--- src/rtl/lsm_pkg.sv ---
package lsm_pkg;
  localparam int unsigned THR_MIN  = 10;
  localparam int unsigned THR_MAX  = 255;
  localparam int unsigned THR_W    = 9;
  localparam int unsigned THR_OUTW = 8;
  localparam int unsigned EXT_RUN  = 4096;
  localparam int unsigned RUN_W    = $clog2(EXT_RUN + 1);

  typedef logic [RUN_W-1:0]    run_t;
  typedef logic [THR_OUTW-1:0] thr_t;

  // Force a requested threshold into the legal window.
  function automatic thr_t clamp_threshold(input logic [THR_W-1:0] req);
    if (req < THR_W'(THR_MIN))      return thr_t'(THR_MIN);
    else if (req > THR_W'(THR_MAX)) return thr_t'(THR_MAX);
    else                            return thr_t'(req);
  endfunction

  // Next run length: clear on mark, else step up to the ceiling.
  function automatic run_t next_run(input run_t cur, input logic mark);
    if (mark)                         return '0;
    else if (cur >= run_t'(EXT_RUN))  return run_t'(EXT_RUN);
    else                              return cur + run_t'(1);
  endfunction
endpackage

--- src/rtl/lsm_thresh_clamp.sv ---
module lsm_thresh_clamp
  import lsm_pkg::*;
(
  input  logic [THR_W-1:0] req_thr,
  output thr_t             eff_thr
);
  assign eff_thr = clamp_threshold(req_thr);


  always_comb begin
    eff_thr_window_chk: assert (eff_thr >= thr_t'(THR_MIN) && eff_thr <= thr_t'(THR_MAX));
  end
endmodule

--- src/rtl/lsm_run_counter.sv ---
module lsm_run_counter
  import lsm_pkg::*;
(
  input  logic clk,
  input  logic rst,
  input  logic bit_has_mark,
  output run_t run_q,
  output logic at_ceiling
);
  always_ff @(posedge clk) begin
    if (rst) run_q <= '0;
    else     run_q <= next_run(run_q, bit_has_mark);
  end

  assign at_ceiling = (run_q == run_t'(EXT_RUN));


  // step_by_one_chk
  step_by_one_chk: assert property (@(posedge clk) disable iff (rst)
    (!bit_has_mark && !at_ceiling) |=> (run_q == $past(run_q) + run_t'(1)));


  // no_wrap_chk
  no_wrap_chk: assert property (@(posedge clk) disable iff (rst)
    (!bit_has_mark && at_ceiling) |=> at_ceiling);


  // mark_clears_run_chk
  mark_clears_run_chk: assert property (@(posedge clk) disable iff (rst)
    bit_has_mark |=> (run_q == '0));
endmodule

--- src/rtl/lsm_alarm_gen.sv ---
module lsm_alarm_gen
  import lsm_pkg::*;
(
  input  logic clk,
  input  logic rst,
  input  run_t run_q,
  input  thr_t eff_thr,
  input  logic at_ceiling,
  output logic los_hit,
  output logic exlos_hit
);
  assign los_hit   = (run_q >= run_t'(eff_thr));
  assign exlos_hit = at_ceiling;


  // nested_alarm_chk
  nested_alarm_chk: assert property (@(posedge clk) disable iff (rst)
    exlos_hit |-> los_hit);
endmodule

--- src/rtl/line_silence_monitor.sv ---
module line_silence_monitor
  import lsm_pkg::*;
(
  input  logic             clk,
  input  logic             rst,
  input  logic             rx_pos,
  input  logic             rx_neg,
  input  logic [THR_W-1:0] los_limit,
  output logic             los_flag,
  output logic             exlos_flag,
  output logic [RUN_W-1:0] run_len
);
  logic bit_has_mark;
  thr_t eff_thr;
  run_t run_q;
  logic at_ceiling;
  logic los_hit;
  logic exlos_hit;

  assign bit_has_mark = rx_pos | rx_neg;

  lsm_thresh_clamp u_clamp (
    .req_thr (los_limit),
    .eff_thr (eff_thr)
  );

  lsm_run_counter u_count (
    .clk          (clk),
    .rst          (rst),
    .bit_has_mark (bit_has_mark),
    .run_q        (run_q),
    .at_ceiling   (at_ceiling)
  );

  lsm_alarm_gen u_alarm (
    .clk        (clk),
    .rst        (rst),
    .run_q      (run_q),
    .eff_thr    (eff_thr),
    .at_ceiling (at_ceiling),
    .los_hit    (los_hit),
    .exlos_hit  (exlos_hit)
  );

  assign los_flag   = los_hit;
  assign exlos_flag = exlos_hit;
  assign run_len    = run_q;


  // mark_quiets_alarms_chk
  mark_quiets_alarms_chk: assert property (@(posedge clk) disable iff (rst)
    bit_has_mark |=> (!los_flag && !exlos_flag));
endmodule

--- config.mk ---
export PLATFORM = sky130hd
export DESIGN_NAME = line_silence_monitor
export DESIGN_NICKNAME = d
export VERILOG_FILES = /design/src/rtl/lsm_pkg.sv /design/src/rtl/lsm_thresh_clamp.sv /design/src/rtl/lsm_run_counter.sv /design/src/rtl/lsm_alarm_gen.sv /design/src/rtl/line_silence_monitor.sv
export SDC_FILE = /design/constraint.sdc
export NUM_CORES = 1
export LEC_CHECK = 0
export ABC_CLOCK_PERIOD_IN_PS = 1700
export BUFFER_PORTS_ARGS = -buffer_cell sky130_fd_sc_hd__clkbuf_2
export CAP_MARGIN = 10
export CORE_UTILIZATION = 43
export CTS_CLUSTER_DIAMETER = 150
export DETAILED_ROUTE_END_ITERATION = 12
export GPL_ROUTABILITY_DRIVEN = 0
export PLACE_DENSITY = 0.84
export SYNTH_ARGS = -nofsm -noshare
export SYNTH_HDL_FRONTEND = slang
export SYNTH_SLANG_ARGS = --single-unit
--- constraint.sdc ---
create_clock -name clk -period 1.7 [get_ports clk]
set_clock_uncertainty 0.05 [all_clocks]
set_input_delay 0.085 -clock clk [delete_from_list [all_inputs] [get_ports clk]]
set_output_delay 0.085 -clock clk [all_outputs]
set_load 0.02 [all_outputs]
Word-level counts from Yosys, hierarchy flattened
Index checks and enable logic that the tools add are counted.
- logic and storage cells: 14
- bits in read-only memories: 0
- memories: 0
- bits in latches: 0
- bits in writable memories: 0
- register bits after elaboration: 13
- shift-type cells: 0
- div/mod/pow operators: 0
- bitwise operators: 1
- reductions and logical operators: 2
- muxes and demuxes: 3
- equality and inequality tests: 1
- $mul: 0
- $lt $le $gt $ge: 4
- $add $sub $neg: 1
- operator list (kind ; number):
    8-bit 2-to-1 mux ; 2
    13-bit by 1-bit adder with 13-bit output, second input constant ; 1
    13-bit == test, second input constant ; 1
    13-bit greater-or-equal comparator, second input constant ; 1
    13-bit by 8-bit greater-or-equal comparator with 1-bit output ; 1
    13-bit 2-to-1 mux ; 1
    9-bit by 8-bit > comparator with 1-bit output, second input constant ; 1
    9-bit by 4-bit less-than comparator with 1-bit output, second input constant ; 1
    3-bit OR reduction ; 1
    2-bit OR reduction ; 1
    1-bit bitwise OR ; 1

Logic depth before layout (Yosys ltp)
- depth in word-level cells: 4
- gate-level depth with buffers: 9
- depth with buffers taken out: 8

Modules after synthesis
Synthesis repeated with hierarchy kept, for this count alone.
- cells, all modules: 114
- area, all modules: 948.4 um2
- by module, submodules not included (module ; area each (um2) ; sequential area each (um2) ; times used ; cells each):
    lsm_run_counter ; 609.3 ; 260.2 ; 1 ; 69
    lsm_alarm_gen ; 242.7 ; 0.0 ; 1 ; 29
    lsm_thresh_clamp ; 90.1 ; 0.0 ; 1 ; 15
    line_silence_monitor ; 6.3 ; 0.0 ; 1 ; 1

Worst setup path before layout
OpenSTA, ideal clock, no wires.
- path type: input -> output
- start point: input port los_limit[8]
- end point: output port los_flag
- data required time: 1.565 ns
- arrival: 1.965 ns
- cell stages on the path: 9
- slack: -0.400 ns
- path through: clkbuf_1 nor2_1 and3_1 o21bai_1 ha_1 o21ai_0 a21oi_1 nor3_1 o41ai_1
- cells in the longest elaborated chain, start to end: 4
- elaborated cells between the ends (all ways): 5
- those cells by class: 3 x order compare; 2 x mux
- RTL lines (what ; line ; text):
    start, declared ; line_silence_monitor.sv:8 ; input logic [THR_W-1:0] los_limit,
    9-bit by 8-bit > comparator with 1-bit output ; lsm_pkg.sv:15 ; else if (req > THR_W'(THR_MAX)) return thr_t'(THR_MAX);
    8-bit 2-to-1 mux ; lsm_pkg.sv:15 ;
    8-bit 2-to-1 mux * ; lsm_pkg.sv:14 ; if (req < THR_W'(THR_MIN)) return thr_t'(THR_MIN);
    13-bit by 8-bit greater-or-equal comparator with 1-bit output * ; lsm_alarm_gen.sv:12 ; assign los_hit = (run_q >= run_t'(eff_thr));
    end, declared ; line_silence_monitor.sv:9 ; output logic los_flag,
Mark *: on every way between the ends. The rest lies on a longest branch, timed or not.

Final worst setup path
- start point: register u_count.run_q[6]
- end point: output port los_flag
- cells in the longest elaborated chain, start to end: 1
- RTL lines (what ; line ; text):
    start, declared ; lsm_run_counter.sv:7 ; output run_t run_q,
    start signal, assigned ; lsm_run_counter.sv:12 ; else run_q <= next_run(run_q, bit_has_mark);
    13-bit by 8-bit greater-or-equal comparator with 1-bit output ; lsm_alarm_gen.sv:12 ;
No other way between the ends.

==> reports/qor.yml <==
die-area_um2: 2070
dieHeight_um: 45.5
layout_setup_ws_ns: -0.132
hold_violations: 0
finalCritPeriodShare_pct: 108
grt_pass1_wl_um: 3370
r2r_slack_ns: 0.19
avgViaCountPerCell: 5.26
portBuffers: 27
clockBufferDepth: 2
drc: 0
drtIter0Drc: 17
synth_warnings: 0
min_to: "u_count.run_q[12]$_SDFF_PP0_"
cts_tree: "yes"
dp_hpwl_um: 1660
ys.flop_type: "dfxtp_1"
die_width_um: 45.5
ys_seq_area_share_pct: 32.0
grt_overflow: 0
path_class: "register to output pin"
clock-sinks: 13
core_um2: 1750
final_area_um2: 1250
top_usage_layer: "met2"
clkTransAtPathRegs_ns: 0.09
r2r_start: "u_count.run_q[1]$_SDFF_PP0_"
place_ws_ns: -0.257
yosys.area.top_type: "dfxtp_1"
fin_total_pwr_mw: 0.595
netlist_instances: 101
path_max_fanout: 2
syn_area_um2: 813
syn_to_final_growth_pct: 53.8
antenna_found_initial: 0
wirelength_um: 2270
wl_per_cell_um: 12.9
max-slew-margin-rel_pct: 79.3
final_cells: 176
clock_latency_ns: 0.29
setup_viol: 1
use_met3_pct: 3.57
cp-start-kind: "register"
r2r_end: "u_count.run_q[12]$_SDFF_PP0_"
num_vias: 925
grt_use_met1_pct: 25.5
hold_path_startpoint: "rst"
vdd_ir_drop_max_mv: 0.563
clockRootBuffer: "clkbuf_4"
regMostFlops: "u_count.run_q"
drive_gt1_share_pct: 41.7
max_freq_ghz: 0.546
status: "finished, violations left"
maxCapViolCount: 0
largest_reg_flops: 13
worst_slew_pin_slew_ns: 0.308
initial_core_util_pct: 46.6
place_area_um2: 1110
required_ns: 1.56
synth_edf_count: 0
crit_arrival_ns: 1.70
period_needed_ns: 1.83
hold_path_depth: 3
violations: "setup timing"
grt_usage_pct: 22.7
nets: 175
crit_path_end_kind: "output pin"
firstDrtPassIters: 4
p_per_area_nw_per_um2: 475
top_regs: "u_count.run_q (13)"
grt_max_degree: 13
yosysMostFrequentCell: "nor2_1"
ctsHtreeMaxLevel: 1
antennaDiodeCount: 0
post_synth_num_cell_types: 26
synth_top_area_share_pct: 32.0
avgSynthCellArea_um2: 8.05
placedCellCount: 167
drv_slew: 0
yosys-top-cells-area: "dfxtp_1, ha_1, nor2_1, xnor2_1, nor3_1"
ios: 28
p_leak_nw: 0.545
cts_made_buffers: 3
async_flop_share_pct: 0
grt_use_met2_pct: 41.1
hold_class: "input port to register"
rows: 15
ys_seq_elements: 13
ys_top_cells_by_count: "nor2_1, dfxtp_1, ha_1"
ant_nets: 0
ff2ff_path_depth: 6
grt_pass1_vias: 852
rsz0062_at_grt: "yes"
fillers: 147
syn_nets: 124
==> worst max-delay path by stage <==
stage                                startpoint       end  slack [ns]  cells past startpoint
CTS                                los_limit[4]  los_flag       -0.17                     10
global route                       los_limit[4]  los_flag       -0.21                     10
floorplan                          los_limit[8]  los_flag       0.009                      9
detailed placement                 los_limit[7]  los_flag       -0.26                     10
global placement                   los_limit[7]  los_flag       -0.15                     10
finish              u_count.run_q[6]$_SDFF_PP0_  los_flag       -0.13                      6
==> logic make-up (layout without fill, tap and decap cells) <==
family	after synthesis	in the layout	share of synthesized area, %
AOI/OAI and AO/OA	12	12	8.77
xor gates and xnor gates	8	8	8.62
adders and majority gates	10	10	15.4
buffers and inverters	7	57	4.15
DFF	13	13	32.0
and+or+nand+nor	51	51	31.1
==> cell usage in the layout, fill, tap and decap left out, types with 2 or more instances in the layout <==
cell,count
inv_1,5
buf_4,20
dlygate4sd3_1,3
o21ai_1,2
nand2_1,3
clkbuf_2,25
clkbuf_4,3
nor2_1,21
dfxtp_1,12
nand2b_1,2
ha_1,8
nand4_1,4
xnor2_1,7
a21oi_1,3
nand3_1,3
or3_1,2
nor3_1,5
ha_4,2
o21ai_0,2
==> cell type report <==
class                   count  area, um^2  share of cell area [%]
repair buffers             48         305                    24.4
flip-flops and latches     13         262                    20.9
inverters                   5        18.8                    1.50
clock inverters             1        5.00                   0.400
clock buffers               3        22.5                    1.80
multi-input cells          81         607                    48.5
well taps                  25        31.3                    2.50
==> critical path, cell delays in order (launching register included) <==
cell,delay [ns]
dfxtp_1,0.39
ha_4,0.22
a21oi_2,0.15
o32ai_2,0.10
nor4b_2,0.25
o41ai_2,0.12
buf_4,0.17
==> timing repair <==
action / CTS / global route
hold buffers: 3 / 0
setup buffers: 1 / 1
pin swaps: 8 / 8
resized for setup: 6 / 8
setup endpoints to repair: 1 / 2
endpoints found under the hold margin: 1 / 0
==> per-stage QoR <==
step | hold WS [ns] | utilization [%] | setup TNS (ns)
after global placement | 0.216 | 63.4 | -0.150
after detailed placement | 0.219 | 63.4 | -0.257
after global routing | 0.486 | 71.7 | -0.215
after CTS | 0.455 | 68.5 | -0.173
final | 0.459 | 71.7 | -0.132
after floorplan | 0.111 | - | 0
==> report_power, final <==
group          internal, mW  total (mW)  switching (mW)
combinational        0.0484      0.0905          0.0420
clock                0.0876       0.198           0.111
sequential            0.306       0.306        0.000580
total                 0.442       0.595           0.153
==> layer usage <==
layer	up-vias	part of all wire, %
li1	455	-
met1	428	41
met2	34	52
met3	8	4.6
met5	-	0
met4	0	2.4
(Power assumes the default switching activity.)
